`src/rtl/mac_et_pkg.sv`:
```
// Package: shared control type for the early-terminating multiply unit.
package mac_et_pkg;

    // Operation controls captured with each start strobe.
    typedef struct packed {
        logic long_f;    // 64-bit result form
        logic signed_f;  // two's complement (long form)
        logic acc_f;     // add accumulate value
        logic setf_f;    // recompute N and Z
    } op_ctrl_t;

    // Whether an all-ones multiplier top counts as insignificant.
    function automatic logic ext_mode(input op_ctrl_t c);
        return c.long_f ? c.signed_f : 1'b1;
    endfunction

endpackage

```
`src/rtl/mac_et_span.sv`:
```
// mac_et_span: counts the significant multiplier chunks (m).
// Assumes XLEN is a multiple of CHUNK. Purely combinational.
module mac_et_span #(
    parameter int XLEN  = 32,
    parameter int CHUNK = 8,
    localparam int NCHUNK = XLEN / CHUNK,
    localparam int MW     = $clog2(NCHUNK + 1)
) (
    input  logic [XLEN-1:0] mplier,
    input  logic            sign_ext_ok,
    output logic [MW-1:0]   m
);

    logic [NCHUNK-1:0] fits;

    assign fits[0] = 1'b0;

    // One detector per possible cut point: upper bits all zero or all one.
    for (genvar j = 1; j < NCHUNK; j++) begin : g_cut
        logic up_zero;
        logic up_ones;
        assign up_zero = ~|mplier[XLEN-1:j*CHUNK];
        assign up_ones = &mplier[XLEN-1:j*CHUNK];
        assign fits[j] = up_zero | (sign_ext_ok & up_ones);
    end

    // Pick the smallest cut point that fits, else all chunks.
    always_comb begin
        m = MW'(NCHUNK);
        for (int j = NCHUNK - 1; j >= 1; j--) begin
            if (fits[j]) m = MW'(j);
        end
    end

endmodule

```
`src/rtl/mac_et_seq.sv`:
```
// mac_et_seq: cycle sequencer. Holds busy for the requested number of
// cycles, exposes the running cycle index, and pulses done at the end.
// Assumes total_in >= 2 whenever accept is high.
module mac_et_seq #(
    parameter int CNT_W = 3
) (
    input  logic             clk,
    input  logic             rst_n,
    input  logic             accept,
    input  logic [CNT_W-1:0] total_in,
    output logic             busy,
    output logic             done,
    output logic             finish,
    output logic [CNT_W-1:0] k,
    output logic [CNT_W-1:0] cyc_count
);

    logic [CNT_W-1:0] total_q;

    // Last busy cycle of the current operation.
    assign finish = busy && (k == total_q - CNT_W'(1));

    // Cycle counter, busy/done handshake and reported cycle count.
    always_ff @(posedge clk) begin
        if (!rst_n) begin
            busy      <= 1'b0;
            done      <= 1'b0;
            k         <= '0;
            total_q   <= '0;
            cyc_count <= '0;
        end else begin
            done <= 1'b0;
            if (accept) begin
                busy    <= 1'b1;
                k       <= '0;
                total_q <= total_in;
            end else if (busy) begin
                if (finish) begin
                    busy      <= 1'b0;
                    done      <= 1'b1;
                    cyc_count <= total_q;
                end else begin
                    k <= k + CNT_W'(1);
                end
            end
        end
    end

    assert_done_idle_R5: assert property (@(posedge clk) disable iff (!rst_n)
        done |-> !busy);
    assert_busy_ends_done_R5: assert property (@(posedge clk) disable iff (!rst_n)
        $fell(busy) |-> done);
    assert_index_bound_R5: assert property (@(posedge clk) disable iff (!rst_n)
        busy |-> (k < total_q));
    assert_total_held_R8: assert property (@(posedge clk) disable iff (!rst_n)
        busy && !finish |=> busy && $stable(total_q));

endmodule

```
`src/rtl/mac_et_dp.sv`:
```
// mac_et_dp: datapath. Latches operands at accept, adds one signed
// partial product per chunk step, and registers results and flags at finish.
// Assumes the step indices arrive as 0..m-1 while step_en is high.
module mac_et_dp
    import mac_et_pkg::*;
#(
    parameter int XLEN  = 32,
    parameter int CHUNK = 8,
    parameter int CNT_W = 3,
    localparam int NCHUNK = XLEN / CHUNK,
    localparam int MW     = $clog2(NCHUNK + 1),
    localparam int IDXW   = (NCHUNK > 1) ? $clog2(NCHUNK) : 1,
    localparam int ACCW   = 2 * XLEN
) (
    input  logic             clk,
    input  logic             rst_n,
    input  logic             accept,
    input  op_ctrl_t         ctrl,
    input  logic [XLEN-1:0]  mcand,
    input  logic [XLEN-1:0]  mplier,
    input  logic [XLEN-1:0]  acc_lo,
    input  logic [XLEN-1:0]  acc_hi,
    input  logic [3:0]       nzcv_in,
    input  logic [MW-1:0]    m_in,
    input  logic             busy,
    input  logic             finish,
    input  logic [CNT_W-1:0] k,
    output logic [XLEN-1:0]  res_lo,
    output logic [XLEN-1:0]  res_hi,
    output logic [3:0]       nzcv_out
);

    logic [ACCW-1:0] a_q;
    logic [XLEN-1:0] b_q;
    logic [MW-1:0]   m_q;
    logic            long_q;
    logic            ext_q;
    logic            setf_q;
    logic [3:0]      flags_q;
    logic [ACCW-1:0] prod_q;

    logic            step_en;
    logic            step_last;
    logic [IDXW-1:0] idx;
    logic [CHUNK-1:0] chunk;
    logic            top_ext;
    logic [ACCW-1:0] fac_w;
    logic [ACCW-1:0] pp;
    logic [ACCW-1:0] a_init;
    logic [ACCW-1:0] acc_init;

    // Multiplicand widened per form, accumulate value per form.
    always_comb begin
        a_init = (ctrl.long_f && ctrl.signed_f) ? {{XLEN{mcand[XLEN-1]}}, mcand}
                                                : {{XLEN{1'b0}}, mcand};
        if (!ctrl.acc_f)
            acc_init = '0;
        else if (ctrl.long_f)
            acc_init = {acc_hi, acc_lo};
        else
            acc_init = {{XLEN{1'b0}}, acc_lo};
    end

    // Step control: chunk select and the sign weight of the last chunk.
    assign step_en   = busy && (k < CNT_W'(m_q));
    assign step_last = (k == CNT_W'(m_q) - CNT_W'(1));
    assign idx       = k[IDXW-1:0];
    assign chunk     = b_q[idx*CHUNK +: CHUNK];
    assign top_ext   = step_last & ext_q & b_q[XLEN-1];

    // Signed chunk factor {ext, chunk} widened, and its shifted partial product.
    assign fac_w = {{(ACCW-CHUNK-1){top_ext}}, top_ext, chunk};
    assign pp    = (a_q * fac_w) << (idx * CHUNK);

    // Operand capture and accumulation of partial products.
    always_ff @(posedge clk) begin
        if (!rst_n) begin
            a_q     <= '0;
            b_q     <= '0;
            m_q     <= '0;
            long_q  <= 1'b0;
            ext_q   <= 1'b0;
            setf_q  <= 1'b0;
            flags_q <= '0;
            prod_q  <= '0;
        end else if (accept) begin
            a_q     <= a_init;
            b_q     <= mplier;
            m_q     <= m_in;
            long_q  <= ctrl.long_f;
            ext_q   <= ext_mode(ctrl);
            setf_q  <= ctrl.setf_f;
            flags_q <= nzcv_in;
            prod_q  <= acc_init;
        end else if (step_en) begin
            prod_q  <= prod_q + pp;
        end
    end

    // Result words and flags registered on the final cycle.
    always_ff @(posedge clk) begin
        if (!rst_n) begin
            res_lo   <= '0;
            res_hi   <= '0;
            nzcv_out <= '0;
        end else if (finish) begin
            res_lo <= prod_q[XLEN-1:0];
            res_hi <= long_q ? prod_q[ACCW-1:XLEN] : '0;
            nzcv_out[1:0] <= flags_q[1:0];
            if (setf_q) begin
                nzcv_out[3] <= long_q ? prod_q[ACCW-1] : prod_q[XLEN-1];
                nzcv_out[2] <= long_q ? (prod_q == '0) : (prod_q[XLEN-1:0] == '0);
            end else begin
                nzcv_out[3:2] <= flags_q[3:2];
            end
        end
    end

    assert_short_hi_zero_R1: assert property (@(posedge clk) disable iff (!rst_n)
        finish && !long_q |=> res_hi == '0);
    assert_cv_kept_R7: assert property (@(posedge clk) disable iff (!rst_n)
        finish |=> nzcv_out[1:0] == $past(flags_q[1:0]));
    assert_zero_flag_long_R6: assert property (@(posedge clk) disable iff (!rst_n)
        finish && setf_q && long_q |=> nzcv_out[2] == ({res_hi, res_lo} == '0));
    assert_operands_held_R8: assert property (@(posedge clk) disable iff (!rst_n)
        busy && !finish |=> $stable(a_q) && $stable(b_q) && $stable(m_q));
    assert_m_range_R4: assert property (@(posedge clk) disable iff (!rst_n)
        busy |-> (m_q >= MW'(1)) && (m_q <= MW'(NCHUNK)));

endmodule

```
`src/rtl/mac_early_term.sv`:
```
// mac_early_term: top of the early-terminating multiply-accumulate unit.
// Accepts an operation on start while idle. Latency is 1 + m + long + acc.
module mac_early_term
    import mac_et_pkg::*;
#(
    parameter int XLEN  = 32,
    parameter int CHUNK = 8,
    localparam int NCHUNK = XLEN / CHUNK,
    localparam int MW     = $clog2(NCHUNK + 1),
    localparam int CNT_W  = $clog2(NCHUNK + 4)
) (
    input  logic             clk,
    input  logic             rst_n,
    input  logic             start,
    input  logic             op_long,
    input  logic             op_signed,
    input  logic             op_acc,
    input  logic             op_setf,
    input  logic [XLEN-1:0]  mcand,
    input  logic [XLEN-1:0]  mplier,
    input  logic [XLEN-1:0]  acc_lo,
    input  logic [XLEN-1:0]  acc_hi,
    input  logic [3:0]       nzcv_in,
    output logic             busy,
    output logic             done,
    output logic [XLEN-1:0]  res_lo,
    output logic [XLEN-1:0]  res_hi,
    output logic [3:0]       nzcv_out,
    output logic [CNT_W-1:0] cyc_count
);

    op_ctrl_t         ctrl;
    logic             accept;
    logic [MW-1:0]    m_now;
    logic [CNT_W-1:0] total_now;
    logic             finish;
    logic [CNT_W-1:0] k;

    // Pack controls and gate start with idle.
    assign ctrl   = '{long_f: op_long, signed_f: op_signed, acc_f: op_acc, setf_f: op_setf};
    assign accept = start && !busy;

    // Total cycles: setup + m steps + long extra + accumulate extra.
    assign total_now = CNT_W'(1) + CNT_W'(m_now) + CNT_W'(op_long) + CNT_W'(op_acc);

    mac_et_span #(.XLEN(XLEN), .CHUNK(CHUNK)) u_span (
        .mplier      (mplier),
        .sign_ext_ok (ext_mode(ctrl)),
        .m           (m_now)
    );

    mac_et_seq #(.CNT_W(CNT_W)) u_seq (
        .clk       (clk),
        .rst_n     (rst_n),
        .accept    (accept),
        .total_in  (total_now),
        .busy      (busy),
        .done      (done),
        .finish    (finish),
        .k         (k),
        .cyc_count (cyc_count)
    );

    mac_et_dp #(.XLEN(XLEN), .CHUNK(CHUNK), .CNT_W(CNT_W)) u_dp (
        .clk      (clk),
        .rst_n    (rst_n),
        .accept   (accept),
        .ctrl     (ctrl),
        .mcand    (mcand),
        .mplier   (mplier),
        .acc_lo   (acc_lo),
        .acc_hi   (acc_hi),
        .nzcv_in  (nzcv_in),
        .m_in     (m_now),
        .busy     (busy),
        .finish   (finish),
        .k        (k),
        .res_lo   (res_lo),
        .res_hi   (res_hi),
        .nzcv_out (nzcv_out)
    );

    assert_latency_bounds_R5: assert property (@(posedge clk) disable iff (!rst_n)
        done |-> (cyc_count >= CNT_W'(2)) && (cyc_count <= CNT_W'(NCHUNK + 3)));
    assert_done_single_R5: assert property (@(posedge clk) disable iff (!rst_n)
        done |=> !done);

endmodule

```
`config.mk`:
```
export PLATFORM = sky130hd
export DESIGN_NAME = mac_early_term
export DESIGN_NICKNAME = d
export VERILOG_FILES = /design/src/rtl/mac_et_pkg.sv /design/src/rtl/mac_et_span.sv /design/src/rtl/mac_et_seq.sv /design/src/rtl/mac_et_dp.sv /design/src/rtl/mac_early_term.sv
export SDC_FILE = /design/constraint.sdc
export NUM_CORES = 1
export LEC_CHECK = 0
export BUFFER_PORTS_ARGS = -buffer_cell sky130_fd_sc_hd__buf_4
export CORE_MARGIN = 1.5
export CORE_UTILIZATION = 40
export DETAILED_ROUTE_END_ITERATION = 7
export PLACE_DENSITY = 0.59
export SLEW_MARGIN = 20
export SYNTH_ARGS = -nofsm -noshare
export SYNTH_HDL_FRONTEND = slang
export SYNTH_SLANG_ARGS = --single-unit
```
`constraint.sdc`:
```
create_clock -name clk -period 11.5 [get_ports clk]
set_input_delay 2.875 -clock clk [delete_from_list [all_inputs] [get_ports clk]]
set_output_delay 2.875 -clock clk [all_outputs]
set_load 0.1 [all_outputs]
```
==> results by group <==
Routing
  • DRC: 0
  • DR pass1 iterations: 7
  • Vias/cell: 5.626
  • DRT Wirelength: 83200 um
  • DR vias: 21980
  • Initial DRC Count: 1696
  • Remaining antenna violation count after routing: 0
  • Wire per inst: 21.30 um

Place
  • GPL Wtd Cong: 0.9395
  • HPWL Detailed: 66030 um
  • PortBufs: 211
  • Cells after DPL: approximately 3900

Floorplanning
  • CORE AREA: 0.06036 mm^2
  • Die Width: 250.3 um
  • Die area: 0.06263 mm^2
  • Die Span Y: roughly 250 um
  • Starting density of the core: approximately 41%
  • Row count: 90
  • Io pins: 212

Layout
  • NumNets Final: around 3700
  • Fin cells: 3906
  • Share of layout cells above drive strength 1: 9.990%
  • Final Core Density: 45.25%
  • Layout area overhead: 11.68%
  • Filler cell count: 6084

Clocking
  • CTS Buffer Depth: 3
  • Sink Count: 218
  • Root Buffer: clkbuf_16
  • CTS tree: yes
  • Post-CTS Setup Bufs: 0
  • Worst-Skew Late Latency: 590 ps
  • Reg clk slew, reported paths: 60 ps
  • H-Tree Depth: 1
  • CTS buffer count: 27
  • Hold_buf cts: 0
  • CTS resizes: 0

GRT
  • GRT overflow: 0
  • Largest net degree at the start of global routing: 72
  • Initial antenna violation count: 3
  • Tot GR Track Use: between 20% and 30%
  • Global-route wire length before repair: between 100000 and 150000 um
  • Vias in the first global route: 22400

Synthesis
  • Synth area leaders: fa_1 20%, dfxtp_1 18%, ha_1 8.6%
  • Synth Flop Type: dfxtp_1
  • EDFF count, synth: 0
  • Fraction of registers with async set/reset: 0%
  • Share of the synthesized area in the top cell type: between 20% and 30%
  • Yosys top cell by area: fa_1
  • Avg Synthesized Cell Area: 8.050 um^2
  • Cells after Synth: 3038
  • Flops & latches, synth: 218
  • Synthesized cell area: ~0.024 mm^2
  • Mapped Nets: 3592
  • Synth unique cells: 77
  • Post-synthesis sequential area ratio: 17.85%
  • Syn. warnings: 0

Power
  • LEAKAGE: 12.56 nW
  • Tot Pwr: ~0.0025 W
  • Maximum vdd ir drop: 0.1032 mV
  • PwrDens: a little over 90 mW/mm^2

Run status
  • Status: finished clean

STA
  • Fmax: 95.85 MHz
  • Final total negative setup slack: 0 ps
  • Setup violators final: 0
  • Slew Limit Fails: 0
  • Crit path time final: approximately 10000 ps
  • Final hold viol count: 0
  • Final Skew: approximately 23 ps
  • Worst slew margin: slightly below 40%
  • Unrepaired setup endpoints after global routing: no
  • Slew @ Worst Pin: 913.3 ps
  • Final Cycle Share: 90.72%

Setup path
  • CP most frequent cell: fa_1
  • CP peak stage delay: about 600 ps
  • CP max-delay cell: or4_1
  • Reg2Reg Setup Slack: between 1000 and 1500 ps
  • WS Path Type: flip-flop to flip-flop
  • Crit path required time: approximately 12000 ps
  • CP endpoint kind: flip-flop
  • CP max FO: 10
  • FF-to-FF End: u_dp.prod_q[59]
  • Worst setup SP type: flip-flop
  • Worst EP arrival: ~11000 ps
  • R2R depth: 34
  • FF-to-FF Start: u_seq.k[0]

Flow run
  • Max-Cap Viols: 0

Min path
  • End of the worst hold path: u_dp.res_lo[0]
  • Worst hold path type: flip-flop to flip-flop
  • Hold-critical path depth: 2
  • Hold Path Origin: u_dp.res_lo[0]
## layer usage
layer	global-route usage (%)	up-vias	part of all wire, %	wire, um
li1	-	10270	-	-
met1	37.05	10870	45	37490
met2	43.23	719	46	38290
met3	3.637	121	6.1	5106
met4	7.065	2	2.8	2292
met5	0	-	0.014	12
## power by group
| part | switching, W | total [W] | internal [W] | leakage (nW) |
|---|---|---|---|---|
| sequential | 0.0000712 | 0.000865 | 0.000793 | 1.78 |
| clock | 0.000361 | 0.000911 | 0.000550 | 0.468 |
| combinational | 0.000483 | 0.000748 | 0.000265 | 10.3 |
| total | 0.000915 | 0.00252 | 0.00161 | 12.6 |
## registers in the layout, indices dropped and copies added, names as in the netlist, 3 cells and up
name / cells
u_seq.total_q: 3
u_dp.flags_q: 4
u_dp.res_lo: 32
u_seq.cyc_count: 3
u_dp.m_q: 3
u_dp.a_q: 33
u_dp.res_hi: 32
u_dp.prod_q: 64
u_seq.k: 3
u_dp.b_q: 32
u_dp.nzcv_out: 4
## Yosys cell counts, drive strengths merged (5+ instances only)
master	n
o211ai	26
mux4	10
nor4	27
a311oi	9
and2	180
a2111oi	10
a21o	48
o21bai	17
o21a	14
buf	39
ha	168
nand4	38
fa	247
a21boi	120
a31oi	21
clkbuf	155
a221oi	18
or3	6
a211oi	31
nand2b	12
dfxtp	218
nor2b	10
a21oi	170
o22ai	6
nor2	156
and3	16
or2	7
nor3	24
xnor2	62
inv	330
nand3	38
or4	5
mux2i	42
a22o	34
and4	5
o21ai	118
nand2	497
xor2	41
a22oi	7
## logic make-up after synthesis
family,share of synthesized area [%]
adders and majority gates,28.81
AOI/OAI and AO/OA,18.91
xor gates and xnor gates,3.689
DFF,17.85
and+or+nand+nor,19.57
buffers and inverters,8.442
muxes,2.732
## through the flow
step	area, um^2	worst slack, ps	hold slack [ps]
after detailed placement	26360	1066	457.1
after global routing	27310	525.2	489.2
final	27310	1067	467.0
after CTS	27310	1042	465.0
after floorplan	24460	1514	440.2
after global placement	26360	1112	447.5
## placed cells by master, fill, tap and decap left out, types with 9 or more instances in the layout
| cell type | instances |
|---|---|
| nor3_1 | 24 |
| o21bai_1 | 17 |
| o21a_1 | 14 |
| buf_4 | 230 |
| o21ai_0 | 116 |
| dfxtp_1 | 216 |
| xor2_1 | 41 |
| a22o_1 | 34 |
| a21oi_1 | 169 |
| nand3_1 | 38 |
| a211oi_1 | 29 |
| fa_1 | 247 |
| nor4_1 | 25 |
| o211ai_1 | 26 |
| xnor2_1 | 62 |
| inv_1 | 330 |
| nand4_1 | 38 |
| nor2_1 | 156 |
| clkbuf_8 | 12 |
| mux2i_1 | 42 |
| nor2b_1 | 9 |
| a221oi_1 | 17 |
| mux4_2 | 10 |
| a21o_1 | 48 |
| and2_1 | 179 |
| a31oi_1 | 21 |
| clkbuf_16 | 27 |
| nand2b_1 | 11 |
| and3_1 | 16 |
| a21boi_0 | 120 |
| nand2_1 | 496 |
| ha_1 | 168 |
## final cells by class
type	instances	area [um^2]	share of cell area, %
multi-input cells	2294	18050	66.08
flip-flops and latches	218	4367	15.99
repair buffers	230	1727	6.322
inverters	332	1246	4.563
well taps	782	978.4	3.583
clock buffers	43	855.8	3.134
clock inverters	6	87.58	0.3207
diodes	1	2.502	0.009163
## worst max path at each step
stage | from | endpoint
6_report | u_seq.k[0] | u_dp.prod_q[59]
2_1_floorplan | u_seq.k[0] | u_dp.prod_q[57]
3_3_place_gp | u_seq.k[0] | u_dp.prod_q[58]
4_1_cts | u_seq.k[0] | u_dp.prod_q[59]
5_1_grt | u_seq.k[0] | u_dp.prod_q[58]
3_5_place_dp | u_seq.k[0] | u_dp.prod_q[59]
## critical path, delay by kind of cell, from the launching register on
kind,cells,cell delay (ps)
multiplexers,3,810
AND/OR/NAND/NOR,7,2140
AO/OA/AOI/OAI,11,2810
XOR/XNOR,1,180
adder cells (fa/ha/maj),8,3480
buffers and inverters,4,310
flip-flops,1,540
No activity file was read; power rests on OpenSTA's default activity.
